<file path="config.mk">
export PLATFORM = sky130hd
export DESIGN_NAME = port_chg_irq
export DESIGN_NICKNAME = d
export VERILOG_FILES = /design/src/rtl/port_chg_irq_pkg.sv /design/src/rtl/pci_cmp_reg.sv /design/src/rtl/pci_glitch_fsm.sv /design/src/rtl/port_chg_irq.sv
export SDC_FILE = /design/constraint.sdc
export NUM_CORES = 1
export LEC_CHECK = 0
export ABC_AREA = 1
export BUFFER_PORTS_ARGS = -buffer_cell sky130_fd_sc_hd__buf_4
export CORE_ASPECT_RATIO = 1.1
export CORE_UTILIZATION = 50
export DETAILED_ROUTE_END_ITERATION = 10
export PLACE_DENSITY = 0.78
export SLEW_MARGIN = 20
export SYNTH_ARGS = -nofsm -noshare
export SYNTH_HDL_FRONTEND = slang
export SYNTH_SLANG_ARGS = --single-unit
</file>
<file path="constraint.sdc">
create_clock -name clk -period 1.4 [get_ports clk]
set_input_delay 0.07 -clock clk [delete_from_list [all_inputs] [get_ports clk]]
set_output_delay 0.07 -clock clk [all_outputs]
set_load 0.03 [all_outputs]
</file>
<file path="src/rtl/port_chg_irq_pkg.sv">
package port_chg_irq_pkg;
    typedef enum logic [1:0] {
        ST_QUIET = 2'd0,
        ST_COUNT = 2'd1,
        ST_FIRE  = 2'd2
    } filt_state_t;
endpackage

</file>
<file path="src/rtl/pci_cmp_reg.sv">
module pci_cmp_reg #(
    parameter int WIDTH = 8
) (
    input  logic             clk,
    input  logic             rst_n,
    input  logic             load,
    input  logic [WIDTH-1:0] port_in,
    output logic [WIDTH-1:0] cmp_q,
    output logic             differs
);
    always_ff @(posedge clk or negedge rst_n) begin
        if (!rst_n) cmp_q <= '1;
        else if (load) cmp_q <= port_in;
    end

    // any bit apart means a pending change
    always_comb differs = |(port_in ^ cmp_q);
endmodule

</file>
<file path="src/rtl/pci_glitch_fsm.sv">
module pci_glitch_fsm
    import port_chg_irq_pkg::*;
#(
    parameter int FILT_CYCLES = 21
) (
    input  logic        clk,
    input  logic        rst_n,
    input  logic        differs,
    input  logic        reload,
    output filt_state_t st,
    output logic        fire
);
    localparam int CW = $clog2(FILT_CYCLES + 1);
    localparam logic [CW-1:0] LIM    = CW'(FILT_CYCLES);
    localparam logic [CW-1:0] LIM_M1 = CW'(FILT_CYCLES - 1);

    filt_state_t      st_nx;
    logic [CW-1:0]    cnt, cnt_nx;

    always_ff @(posedge clk or negedge rst_n) begin
        if (!rst_n) begin
            st  <= ST_QUIET;
            cnt <= '0;
        end else begin
            st  <= st_nx;
            cnt <= cnt_nx;
        end
    end

    always_comb begin
        st_nx  = st;
        cnt_nx = cnt;
        if (reload) begin
            st_nx  = ST_QUIET;
            cnt_nx = '0;
        end else begin
            unique case (st)
                ST_QUIET: if (differs) begin
                    st_nx  = ST_COUNT;
                    cnt_nx = CW'(1);
                end
                ST_COUNT: if (!differs) begin
                    st_nx  = ST_QUIET;
                    cnt_nx = '0;
                end else if (cnt == LIM_M1) begin
                    st_nx  = ST_FIRE;
                    cnt_nx = LIM;
                end else begin
                    cnt_nx = cnt + CW'(1);
                end
                ST_FIRE: if (!differs) begin
                    st_nx  = ST_QUIET;
                    cnt_nx = '0;
                end
                default: begin
                    st_nx  = ST_QUIET;
                    cnt_nx = '0;
                end
            endcase
        end
    end

    always_comb fire = (st == ST_FIRE);
endmodule

</file>
<file path="src/rtl/port_chg_irq.sv">
module port_chg_irq
    import port_chg_irq_pkg::*;
#(
    parameter int WIDTH       = 8,
    parameter int FILT_CYCLES = 21
) (
    input  logic             clk,
    input  logic             rst_n,
    input  logic [WIDTH-1:0] port_in,
    input  logic             cap_wr,
    input  logic             cap_rd,
    input  logic             mask_wr_ack,
    input  logic             mask_rd_addr_ack,
    output logic             irq_n
);
    logic [WIDTH-1:0] cmp_q;
    logic             differs;
    logic             reload;
    logic             fire;
    filt_state_t      st;

    always_comb reload = cap_wr | cap_rd;

    pci_cmp_reg #(.WIDTH(WIDTH)) u_cmp (
        .clk(clk), .rst_n(rst_n), .load(reload), .port_in(port_in),
        .cmp_q(cmp_q), .differs(differs)
    );

    pci_glitch_fsm #(.FILT_CYCLES(FILT_CYCLES)) u_filt (
        .clk(clk), .rst_n(rst_n), .differs(differs), .reload(reload),
        .st(st), .fire(fire)
    );

    always_comb irq_n = ~fire | mask_wr_ack | mask_rd_addr_ack;
endmodule

</file>
; Word level (Yosys, flattened, before mapping)
; Cells that the tools add are included.
[op_classes]
addsub = 1
mul = 0
div = 0
order_cmp = 0
eq_ne = 6
n_shift = 0
mux = 12
bitwise_logic = 5
n_reduce_logical = 4
[ops]
columns = operator, n
row1 = 5-bit two-way mux, 5
row2 = 5-bit one-hot mux with 3 select lines, 1
row3 = 2-bit two-way mux, 5
row4 = 8-bit OR reduction, 1
row5 = 8-bit XOR, 1
row6 = 2-bit one-hot mux with 3 select lines, 1
row7 = 5-bit by 1-bit adder with 5-bit output (second input constant), 1
row8 = 5-bit equality test (second input constant), 1
row9 = 4-bit != test (second input constant), 1
row10 = 3-bit by 2-bit != test with 1-bit output (second input constant), 1
row11 = 3-bit != test (second input constant), 1
row12 = 1-bit bitwise OR, 3
row13 = 3-bit AND reduction, 1
row14 = 2-bit by 1-bit equality test with 1-bit output (second input constant), 1
row15 = 2-bit equality test (second input constant), 1
row16 = 2-bit zero test, 1
row17 = 2-bit AND reduction, 1
row18 = 1-bit NOT, 1
[totals]
reg_bits = 15
latchBits = 0
mem_bits_rw = 0
romBits = 0
out_inout_bits = 1
elab_cells = 31
n_memories = 0

; Longest topological paths before layout
; Gate-level depths: netlist of run 1.
[logic_depth]
depth_word = 5
ltp_mapped = 10

; Cells and area by module
; Synthesis of run 1 repeated with hierarchy kept, for this count alone.
[hier_totals]
cells_unflattened = 110
area_unflattened_um2 = 894.6
[by_module_without_submodules]
columns = mod, n_inst, cells_each, area_each_um2
row1 = pci_cmp_reg, 1, 47, 445.4
row2 = pci_glitch_fsm, 1, 60, 435.4
row3 = port_chg_irq, 1, 3, 13.8

; Least setup slack after synthesis of run 1
; No wires, ideal clock.
[synth_path]
path_type = register to register
from = reg u_cmp.cmp_q[6]
to = reg u_filt.st[1]
setup_time_ns = 0.115
t_arrival_ns = 1.194
path_slack_ns = 0.092
stages_incl_launch_ff = 9
path_buffers = 0
period_less_slack_ns = 1.308
path_cell_list = dfstp_2 -> xnor2_1 -> nand2_1 -> nor2_4 -> nand2_4 -> nand2_2 -> nand2_4 -> nor2_2 -> nor2_1
[synth_between]
elab_chain_len = 5
elab_cells_between_ends = 9
cone_classes = eq/ne: 3 / mux: 3 / bitwise: 1 / reduce/logical: 2
[synth_lines]
columns = item, line_no
row1 = "start, declared", pci_cmp_reg.sv:8  ; output logic [WIDTH-1:0] cmp_q,
row2 = "start signal, assigned", pci_cmp_reg.sv:13  ; else if (load) cmp_q <= port_in;
row3 = 8-bit XOR *, pci_cmp_reg.sv:17  ; always_comb differs = |(port_in ^ cmp_q);
row4 = 8-bit OR reduction *, pci_cmp_reg.sv:17
row5 = 2-bit two-way mux, pci_glitch_fsm.sv:42  ; ST_COUNT: if (!differs) begin
row6 = 2-bit one-hot mux with 3 select lines, pci_glitch_fsm.sv:37  ; unique case (st)
row7 = 2-bit two-way mux, pci_glitch_fsm.sv:33  ; if (reload) begin
row8 = "end signal, assigned", pci_glitch_fsm.sv:25  ; st <= st_nx;
row9 = "end, declared", pci_glitch_fsm.sv:10  ; output filt_state_t st,
; Mark *: on every way between the ends. The rest lies on a longest branch, timed or not.
; A chain may end at the register's enable or synchronous reset.

; Final worst setup path of run 1
[layout_path]
from = reg u_cmp.cmp_q[6]
to = reg u_filt.cnt[1]
[layout_between]
elab_chain_len = 5
elab_cells_between_ends = 8
cone_classes = eq/ne: 2 / mux: 3 / bitwise: 1 / reduce/logical: 2
[layout_lines]
columns = item, line_no
row1 = 8-bit XOR *, pci_cmp_reg.sv:17
row2 = 8-bit OR reduction *, pci_cmp_reg.sv:17
row3 = 5-bit two-way mux, pci_glitch_fsm.sv:42
row4 = 5-bit one-hot mux with 3 select lines, pci_glitch_fsm.sv:37
row5 = 5-bit two-way mux, pci_glitch_fsm.sv:33
row6 = "end signal, assigned", pci_glitch_fsm.sv:26  ; cnt <= cnt_nx;
row7 = "end, declared", pci_glitch_fsm.sv:18  ; logic [CW-1:0] cnt, cnt_nx;
; Marks and branches as above.

==> impl_metrics.json, run 1 <==
{
  "place_ws_ns": -0.0429,
  "post-cts-setup-buffer-count": 0,
  "drc": 0,
  "hold_viol_final": 1,
  "p_int_mw": 0.670,
  "grt_max_degree": 16,
  "io_buffers": 14,
  "netlist-cell-type-count": 26,
  "max_stage_delay_ns": 0.57,
  "final_antenna_net_count": 0,
  "syn-num-nets": 136,
  "relSlewSlack_pct": 84.8,
  "grt_pass1_wl_um": 3170,
  "fin_worst_hold_slack_ns": -0.00462,
  "core_area_um2": 1760,
  "ys_ff_latch": 15,
  "fin_nets": 157,
  "crit_chain": "xnor2_2, nand2_1, nor2_4, nand2_4, nand2_4, nand2_4, nand2_1, o21ai_1",
  "start_util_pct": 53.1,
  "status": "finished, violations left",
  "wl_per_cell_um": 12.5,
  "final_common_cell": "nand2_1",
  "worstPathMaxFanout": 7,
  "hold_class": "in -> reg",
  "cts_sinks": 15,
  "place_congestion": 0.779,
  "synth.avg_cell_area_um2": 7.80,
  "setup_viol": 7,
  "required_ns": 1.60,
  "crit_arrival_ns": 1.65,
  "worstMarginPinSlew_ns": 0.227,
  "drtIter0Drc": 8,
  "hpwl_um": 1490,
  "end_kind": "flop",
  "dieHeight_um": 47.4,
  "min_period_ns": 1.45,
  "fin_area_um2": 1140,
  "drv_slew": 0,
  "ir_drop_mv": 0.600,
  "firstDrtPassIters": 6,
  "wl_um": 1970,
  "chipWidth_um": 43.3,
  "totalPowerFinal_mw": 0.950,
  "ios": 15,
  "period_share_pct": 104,
  "cts_buffers": 3,
  "drv_cap": 0,
  "grt_usage_pct": 21.9,
  "yosysWarnings": 0,
  "antenna_cells": 0,
  "mostFrequentLayoutCells": "nand2_1, inv_1, buf_4",
  "clock_latency_ns": 0.30,
  "fmax_ghz": 0.689,
  "cpLargestDelayFamily": "simple AND/OR/NAND/NOR gates",
  "power_density_nw_per_um2": 831,
  "rsz0062_at_grt": "true",
  "std_cell_rows": 16,
  "failed_checks": "hold timing, setup timing",
  "critPathKind": "reg -> reg",
  "finClkSkew_ns": 0.00891,
  "grt_pass1_vias": 760,
  "n_fill_cell": 166,
  "synthCells": 120,
  "antenna_found_initial": 0,
  "seq_area_frac_synth_pct": 41.2,
  "critPathBufInv": 0,
  "mappedNetlistArea_um2": 936,
  "setup.worst_path.start_class": "flop",
  "overflow": 0,
  "die_area_um2": 2050,
  "switching_share_pct": 29.5,
  "clk_pin_slew_ns": 0.10,
  "regArea_um2": 385,
  "cpMostUsedCell": "nand2_4",
  "num_vias": 802,
  "layout-drive-gt1-share_pct": 32.9,
  "combPwrFrac_pct": 19.6,
  "clock_power_share_pct": 28.0,
  "layout_setup_ws_ns": -0.0516,
  "power_switching_mw": 0.280,
  "seqPwrFrac_pct": 52.4,
  "vias_per_cell": 5.08,
  "cts_root_buf": "clkbuf_4",
  "cts_max_path_buffers": 2,
  "areaGrowthSynthToFinish_pct": 22.2,
  "multi_input_area_um2": 512,
  "cp_slowest_cell": "dfstp_2",
  "htreeDepth": 1,
  "dpl_cell_area_um2": 1070,
  "leakage_nw": 0.628,
  "cts_tree": "built"
}
## through the flow
step / util [%] / TNS (ns) / instances
6_report: 64.9 / -0.266 / 158
4_1_cts: 64.8 / -0.110 / 158
3_5_place_dp: 61.0 / -0.157 / 153
5_1_grt: 64.9 / -0.780 / 158
3_3_place_gp: 61.0 / 0 / 153
2_1_floorplan: - / 0 / 120
## flip-flops by register name, summed over array words and instances (netlist names)
name         cells
u_filt.cnt       5
u_cmp.cmp_q      8
u_filt.st        2
## power by group through the flow
stage,registers [mW],logic [mW],clock network [mW]
after global placement,0.499,0.163,0
after floorplan,0.498,0.102,0
after detailed placement,0.501,0.173,0
after global routing,0.501,0.208,0.279
final,0.498,0.186,0.266
after CTS,0.497,0.187,0.267
## worst register-to-register path: cells and delay by family (launching register included)
kind	cells	cell delay [ns]
DFF	1	0.57
AOI/OAI and AO/OA	1	0.06
xor gates and xnor gates	1	0.11
and+or+nand+nor	6	0.59
## synthesized netlist by cell type
| cell | number | area (µm²) |
|---|---|---|
| nor2_2 | 2 | 12.5 |
| xnor2_1 | 3 | 26.3 |
| nand4_1 | 1 | 6.26 |
| nor2_1 | 4 | 15.0 |
| o2111ai_1 | 1 | 8.76 |
| and3_1 | 1 | 6.26 |
| a21oi_1 | 1 | 5.00 |
| inv_2 | 1 | 3.75 |
| xor2_1 | 1 | 8.76 |
| nand2_1 | 48 | 180 |
| o21ai_2 | 1 | 8.76 |
| ha_1 | 2 | 25.0 |
| nand3b_4 | 1 | 20.0 |
| nor3_2 | 1 | 10.0 |
| clkbuf_1 | 1 | 3.75 |
| inv_1 | 17 | 63.8 |
| dfstp_2 | 8 | 210 |
| o21ai_1 | 2 | 10.0 |
| nand3_2 | 2 | 20.0 |
| dfrtp_1 | 7 | 175 |
| o21ai_0 | 7 | 35.0 |
| nand2_2 | 1 | 6.26 |
| nor2_4 | 2 | 22.5 |
| nand2_4 | 2 | 22.5 |
| nor2_8 | 1 | 20.0 |
| nand3_1 | 2 | 10.0 |
## cell type report
type                            count  share of cell area, %
Multi-Input combinational cell     86                   44.7
Sequential cell                    15                   33.7
Timing Repair Buffer               17                   11.4
Tap cell                           18                   1.97
Inverter                           18                   5.91
Clock buffer                        4                   2.30
## path summary, 6_finish.rpt
| path | slack, ns | endpoint | from | depth (start not counted) |
|---|---|---|---|---|
| max | -0.05 | u_filt.cnt[1] | u_cmp.cmp_q[6] | 8 |
| min | -0.005 | u_cmp.cmp_q[6] | port_in[6] | 3 |
| max reg2reg | -0.05 | u_filt.cnt[1] | u_cmp.cmp_q[6] | 8 |
| min reg2reg | 0.50 | u_cmp.cmp_q[3] | u_cmp.cmp_q[3] | 2 |
| max in group asynchronous | 1.00 | u_cmp.cmp_q[0] | rst_n | 2 |
| min in group asynchronous | 0.15 | u_filt.cnt[1] | rst_n | 2 |
## per-layer routing
layer,GRT usage (%),vias up,share of wire (%)
met5,0,-,0
met4,12.7,0,2.4
met3,3.46,5,2.2
met2,43.0,12,56
met1,22.2,377,39
li1,-,408,-
## cell families after synthesis
logic type,synth area share (%)
AOI/OAI and AO/OA,7.22
adders and majority gates,2.67
and+or+nand+nor,37.6
xor gates and xnor gates,3.74
DFF,41.2
buffers and inverters,7.62
## repair_timing
item / CTS / global route
hold endpoints to repair: 15 / 0
hold buffers: 1 / 0
endpoints found under the setup margin: 7 / 7
gates resized for setup: 5 / 1
pin swaps: 6 / 8
No activity file was read; power rests on OpenSTA's default activity.
==> run 2, diff against run 1 <==
--- a/config.mk
+++ b/config.mk
@@ -6,11 +6,14 @@
 export NUM_CORES = 1
 export LEC_CHECK = 0
 export ABC_AREA = 1
-export BUFFER_PORTS_ARGS = -buffer_cell sky130_fd_sc_hd__buf_4
+export CELL_PAD_IN_SITES_DETAIL_PLACEMENT = 0
+export CELL_PAD_IN_SITES_GLOBAL_PLACEMENT = 2
 export CORE_ASPECT_RATIO = 1.1
-export CORE_UTILIZATION = 50
+export CORE_UTILIZATION = 35
+export CTS_BUF_LIST = sky130_fd_sc_hd__clkbuf_4 sky130_fd_sc_hd__clkbuf_8 sky130_fd_sc_hd__clkbuf_16
 export DETAILED_ROUTE_END_ITERATION = 10
-export PLACE_DENSITY = 0.78
+export DONT_BUFFER_PORTS = 1
+export PLACE_DENSITY = 0.82
 export SLEW_MARGIN = 20
 export SYNTH_ARGS = -nofsm -noshare
 export SYNTH_HDL_FRONTEND = slang
==> run 2 against run 1 <==
The flow finishes with violations (setup timing). Maximum frequency grew 1.9%. Total power increased by 0.92%. Global-route usage is 6.4 points lower. Sequential cell count unchanged. Clock power hardly changed. First-iteration DRC count rose by 110%.
==> impl_metrics.json, run 2 (synthesized netlist as in run 1, its figures left out) <==
{
  "status": "finished, violations left",
  "failed_checks": "setup timing",
  "min_period_ns": 1.42,
  "drv_slew": 0,
  "clk_pin_slew_ns": 0.09,
  "cts_max_path_buffers": 2,
  "switching_share_pct": 26.4,
  "p_int_mw": 0.705,
  "cts_root_buf": "clkbuf_4",
  "rsz0062_at_grt": "true",
  "leakage_nw": 0.656,
  "regMostFlops": "u_cmp.cmp_q",
  "ios": 15,
  "power_switching_mw": 0.253,
  "grt_pass1_wl_um": 3350,
  "core_area_um2": 2520,
  "hpwl_um": 1280,
  "n_fill_cell": 258,
  "worstPathMaxFanout": 4,
  "clock_latency_ns": 0.28,
  "cts_buffers": 3,
  "num_vias": 800,
  "std_cell_rows": 19,
  "worstMarginPinSlew_ns": 0.706,
  "layout_setup_ws_ns": -0.0240,
  "period_share_pct": 102,
  "largest_reg_flops": 8,
  "wl_per_cell_um": 10.9,
  "grt_pass1_vias": 825,
  "areaGrowthSynthToFinish_pct": 34.2,
  "regArea_um2": 385,
  "htreeDepth": 1,
  "clock_power_share_pct": 27.9,
  "chipWidth_um": 51.3,
  "setup.worst_path.start_class": "flop",
  "ir_drop_mv": 0.405,
  "place_ws_ns": -0.0168,
  "multi_input_area_um2": 529,
  "firstDrtPassIters": 4,
  "place_congestion": 0.797,
  "hold_viol_final": 0,
  "relSlewSlack_pct": 52.8,
  "hold_class": "in -> reg",
  "required_ns": 1.58,
  "cts_tree": "built",
  "layout-drive-gt1-share_pct": 25.7,
  "totalPowerFinal_mw": 0.959,
  "fin_nets": 161,
  "die_area_um2": 2890,
  "overflow": 0,
  "wl_um": 1900,
  "drv_cap": 0,
  "vias_per_cell": 4.57,
  "power_density_nw_per_um2": 763,
  "critPathKind": "reg -> reg",
  "top_regs": "u_cmp.cmp_q: 8 flops, u_filt.cnt: 5 flops, u_filt.st: 2 flops",
  "fmax_ghz": 0.702,
  "drc": 0,
  "antenna_found_initial": 0,
  "drtIter0Drc": 17,
  "dieHeight_um": 56.2,
  "cts_sinks": 15,
  "io_buffers": 0,
  "seqPwrFrac_pct": 51.6,
  "combPwrFrac_pct": 20.5,
  "setup_viol": 5,
  "final_antenna_net_count": 0,
  "antenna_cells": 0,
  "finClkSkew_ns": 0.00148,
  "mostFrequentLayoutCells": "nand2_1, inv_1, dlygate4sd3_1",
  "start_util_pct": 37.1,
  "grt_max_degree": 19,
  "final_common_cell": "nand2_1",
  "crit_arrival_ns": 1.61,
  "end_kind": "flop",
  "grt_usage_pct": 15.6
}
run 2: cell count changes in the layout (fill, tap and decap cells not counted), sizes merged:
cell,delta
dlygate4sd3,+16
buf,-13
dlymetal6s4s,+1
run 2: worst paths after layout:
| kind | startpoint | endpoint | slack (ns) | cells after the start |
|---|---|---|---|---|
| worst max-delay path | u_cmp.cmp_q[6] | u_filt.st[1] | -0.02 | 8 |
| worst min-delay path | cap_wr | u_filt.cnt[0] | 0.008 | 3 |
| worst max register to register | u_cmp.cmp_q[6] | u_filt.st[1] | -0.02 | 8 |
| worst min register to register | u_filt.cnt[3] | u_filt.cnt[3] | 0.51 | 2 |
| max in group asynchronous | rst_n | u_filt.cnt[1] | 0.69 | 1 |
| min in group asynchronous | rst_n | u_filt.st[1] | 0.27 | 1 |
run 2: layout make-up:
type	instances	area share (%)
Timing Repair Buffer	21	16.3
Sequential cell	15	30.7
Tap cell	31	3.09
Inverter	18	5.38
Multi-Input combinational cell	86	42.1
Clock buffer	4	2.39
run 2: power by group through the flow:
stage	Clock [mW]	Combinational, mW	Sequential [mW]
4_1_cts	0.283	0.187	0.494
2_1_floorplan	0	0.102	0.498
5_1_grt	0.302	0.220	0.498
3_5_place_dp	0	0.123	0.501
6_report	0.268	0.196	0.495
3_3_place_gp	0	0.122	0.499
run 2: through the flow:
step | hold slack, ns | std cells | utilization (%) | instance area (µm²) | setup TNS [ns]
2_1_floorplan | -0.226 | 120 | - | 936 | 0
3_3_place_gp | -0.225 | 152 | 39.1 | 986 | 0
4_1_cts | 0.000600 | 174 | 48.1 | 1210 | -0.0181
6_report | 0.00809 | 175 | 49.9 | 1260 | -0.0641
5_1_grt | 0.0182 | 175 | 49.9 | 1260 | -0.581
3_5_place_dp | -0.225 | 152 | 39.1 | 986 | -0.0250
run 2: worst max-delay path, cell delays in order, from the launching register on:
cell,delay (ns)
dfstp_2,0.56
xnor2_2,0.11
nand2_2,0.09
nor2_4,0.18
nand2_4,0.09
nand2_1,0.11
nor2_4,0.05
nor2_2,0.09
nor2_1,0.04
run 2: routing by layer:
layer,vias to the layer above,part of all wire [%],GRT usage [%]
met5,-,0,0
met4,0,1.3,5.79
li1,416,-,-
met2,11,49,26.7
met1,369,47,19.3
met3,4,2.4,2.46
run 2: what timing repair did:
item	CTS	global route
endpoints found under the hold margin	24	0
resized for setup	3	9
endpoints found under the setup margin	6	7
setup buffers	0	1
pin swaps	6	6
hold buffers	18	0
==> run 3, diff against run 2 <==
--- a/config.mk
+++ b/config.mk
@@ -5,15 +5,15 @@
 export SDC_FILE = /design/constraint.sdc
 export NUM_CORES = 1
 export LEC_CHECK = 0
-export ABC_AREA = 1
 export CELL_PAD_IN_SITES_DETAIL_PLACEMENT = 0
 export CELL_PAD_IN_SITES_GLOBAL_PLACEMENT = 2
 export CORE_ASPECT_RATIO = 1.1
-export CORE_UTILIZATION = 35
+export CORE_UTILIZATION = 39
 export CTS_BUF_LIST = sky130_fd_sc_hd__clkbuf_4 sky130_fd_sc_hd__clkbuf_8 sky130_fd_sc_hd__clkbuf_16
 export DETAILED_ROUTE_END_ITERATION = 10
 export DONT_BUFFER_PORTS = 1
-export PLACE_DENSITY = 0.82
+export GPL_TIMING_DRIVEN = 0
+export PLACE_DENSITY = 0.81
 export SLEW_MARGIN = 20
 export SYNTH_ARGS = -nofsm -noshare
 export SYNTH_HDL_FRONTEND = slang
==> run 3 against run 2 <==
The run still ends with setup timing left. First-iteration DRC count down 65%. Count of clock-buffer cells in the layout unchanged. Die area down 18%. Cell count decreased by 31%. Clock skew down 0.00055 ns. Sequential power is 1% lower. Synthesized area decreased by 9.0%. Total power shrank 8.4%. Clock power is essentially flat. Final area shrank 11%. Combinational power decreased by 38%. Critical path type unchanged.
==> impl_metrics.json, run 3 <==
{
  "htreeDepth": 1,
  "core_area_um2": 2040,
  "power_switching_mw": 0.201,
  "synth.avg_cell_area_um2": 11.7,
  "antenna_found_initial": 0,
  "drtIter0Drc": 6,
  "synth_top_area_cell": "dfstp_2",
  "yosysWarnings": 0,
  "drv_cap": 0,
  "synth_commonest_cells": "mux2_2, dfstp_2, xnor2_1, dfrtp_1, nor2_1",
  "cpLargestDelayFamily": "flip-flops",
  "max_stage_delay_ns": 0.56,
  "final_common_cell": "dlygate4sd3_1",
  "cts_max_path_buffers": 2,
  "ios": 15,
  "ys_top_cells_by_area": "dfstp_2, dfrtp_1, mux2_2",
  "grt_usage_pct": 16.4,
  "clk_pin_slew_ns": 0.09,
  "synth_top_area_share_pct": 24.7,
  "largest_reg_flops": 8,
  "dieHeight_um": 51.0,
  "critPathBufInv": 0,
  "seq_area_frac_synth_pct": 45.2,
  "std_cell_rows": 17,
  "fmax_ghz": 0.603,
  "relSlewSlack_pct": 53.9,
  "cts_sinks": 15,
  "grt_pass1_vias": 620,
  "drc": 0,
  "status": "finished, violations left",
  "cp_slowest_cell": "dfstp_2",
  "required_ns": 1.59,
  "crit_arrival_ns": 1.85,
  "failed_checks": "setup timing",
  "clock_latency_ns": 0.28,
  "layout_setup_ws_ns": -0.257,
  "setup.worst_path.start_class": "flop",
  "cts_root_buf": "clkbuf_4",
  "switching_share_pct": 22.8,
  "p_int_mw": 0.678,
  "leakage_nw": 0.443,
  "critPathKind": "reg -> reg",
  "cts_tree": "built",
  "cts_buffers": 3,
  "grt_pass1_wl_um": 2720,
  "yosysMostFrequentCell": "mux2_2",
  "start_util_pct": 41.7,
  "fin_nets": 109,
  "dp_cells": 101,
  "grt_max_degree": 16,
  "clock_power_share_pct": 30.2,
  "die_area_um2": 2380,
  "mostFrequentLayoutCells": "dlygate4sd3_1, mux2_2, dfstp_2",
  "hold_class": "in -> reg",
  "totalPowerFinal_mw": 0.878,
  "combPwrFrac_pct": 13.9,
  "power_density_nw_per_um2": 784,
  "syn-num-nets": 89,
  "top_regs": "u_cmp.cmp_q: 8 flops, u_filt.cnt: 5 flops, u_filt.st: 2 flops",
  "final_cells": 120,
  "areaGrowthSynthToFinish_pct": 31.4,
  "worstMarginPinSlew_ns": 0.689,
  "fin_setup_tns_ns": -1.13,
  "wl_um": 1570,
  "setup_viol": 7,
  "synthCells": 73,
  "io_buffers": 0,
  "rsz0062_at_grt": "true",
  "final_antenna_net_count": 0,
  "chipWidth_um": 46.6,
  "drv_slew": 0,
  "ys_ff_latch": 15,
  "antenna_cells": 0,
  "synth_ff_type": "dfstp_2",
  "overflow": 0,
  "firstDrtPassIters": 2,
  "hpwl_um": 1080,
  "ir_drop_mv": 0.579,
  "min_period_ns": 1.66,
  "hold_viol_final": 0,
  "place_congestion": 0.753,
  "layout-drive-gt1-share_pct": 45.7,
  "finClkSkew_ns": 0.000928,
  "synth-edff-count": 0,
  "period_share_pct": 118,
  "regMostFlops": "u_cmp.cmp_q",
  "async_flop_share_pct": 100,
  "crit_chain": "xnor2_2, nand4_1, nor2_4, mux2_4, a221oi_2",
  "seqPwrFrac_pct": 55.8,
  "num_vias": 633,
  "netlist-cell-type-count": 32,
  "vias_per_cell": 5.28,
  "fin_worst_hold_slack_ns": 0.161,
  "end_kind": "flop",
  "worstPathMaxFanout": 5,
  "wl_per_cell_um": 13.0,
  "mappedNetlistArea_um2": 852
}
## run 3: kinds of logic after synthesis
kind of cell / after synthesis / share of synthesized area, %
AO/OA/AOI/OAI: 11 / 11.7
XOR/XNOR: 10 / 10.3
multiplexers: 9 / 11.9
AND/OR/NAND/NOR: 21 / 14.8
flip-flops: 15 / 45.2
adder cells (fa/ha/maj): 2 / 2.94
buffers and inverters: 5 / 3.08
## run 3: stage by stage
| stage | instance area [µm²] | utilization (%) | setup WS (ns) |
|---|---|---|---|
| 4_1_cts | 1050 | 51.6 | -0.282 |
| 5_1_grt | 1120 | 54.8 | -0.346 |
| 2_1_floorplan | 861 | - | -0.221 |
| 3_5_place_dp | 896 | 43.9 | -0.355 |
| 6_report | 1120 | 54.8 | -0.257 |
| 3_3_place_gp | 896 | 43.9 | -0.369 |
## run 3: cell type report
cell class / count / area (µm²)
Multi-Input combinational cell: 53 / 498
Tap cell: 28 / 35.0
Fill cell: 191 / 922
Inverter: 2 / 7.51
Buffer: 2 / 15.0
Timing Repair Buffer: 16 / 146
Clock buffer: 4 / 30.0
Sequential cell: 15 / 388
## run 3: per-layer routing
| layer | GRT usage [%] | up-vias | routed length, µm |
|---|---|---|---|
| met2 | 25.7 | 9 | 878 |
| met3 | 3.18 | 2 | 42 |
| met1 | 21.2 | 318 | 627 |
| met5 | 0 | - | 0 |
| met4 | 7.35 | 0 | 18 |
| li1 | - | 304 | - |
## run 3: worst min-delay path: cells and delay by family
kind                   cells  cell delay (ns)
AND/OR/NAND/NOR            1             0.09
multiplexers               1             0.14
buffers and inverters      1             0.11
## run 3: final timing paths
kind / slack, ns / depth (start not counted) / end / startpoint
min: 0.16 / 3 / u_cmp.cmp_q[3] / cap_wr
min reg2reg: 0.56 / 1 / u_filt.st[0] / u_filt.st[0]
max: -0.26 / 5 / u_filt.cnt[2] / u_cmp.cmp_q[7]
max in group asynchronous: 0.65 / 1 / u_filt.st[1] / rst_n
min in group asynchronous: 0.27 / 1 / u_filt.cnt[2] / rst_n
max reg2reg: -0.26 / 5 / u_filt.cnt[2] / u_cmp.cmp_q[7]
## run 3: power by group through the flow
stage	clock network (mW)	registers, mW	logic, mW
after floorplan	0	0.493	0.0776
after global placement	0	0.496	0.0868
after detailed placement	0	0.497	0.0881
after CTS	0.274	0.490	0.120
after global routing	0.290	0.495	0.135
final	0.265	0.490	0.122
## run 3: what timing repair did
action | in CTS | in global routing
setup endpoints to repair | 7 | 8
hold buffers | 9 | 0
buffers inserted | 3 | 5
pin swaps | 2 | 3
endpoints found under the hold margin | 23 | 0
gates resized for setup | 5 | 7
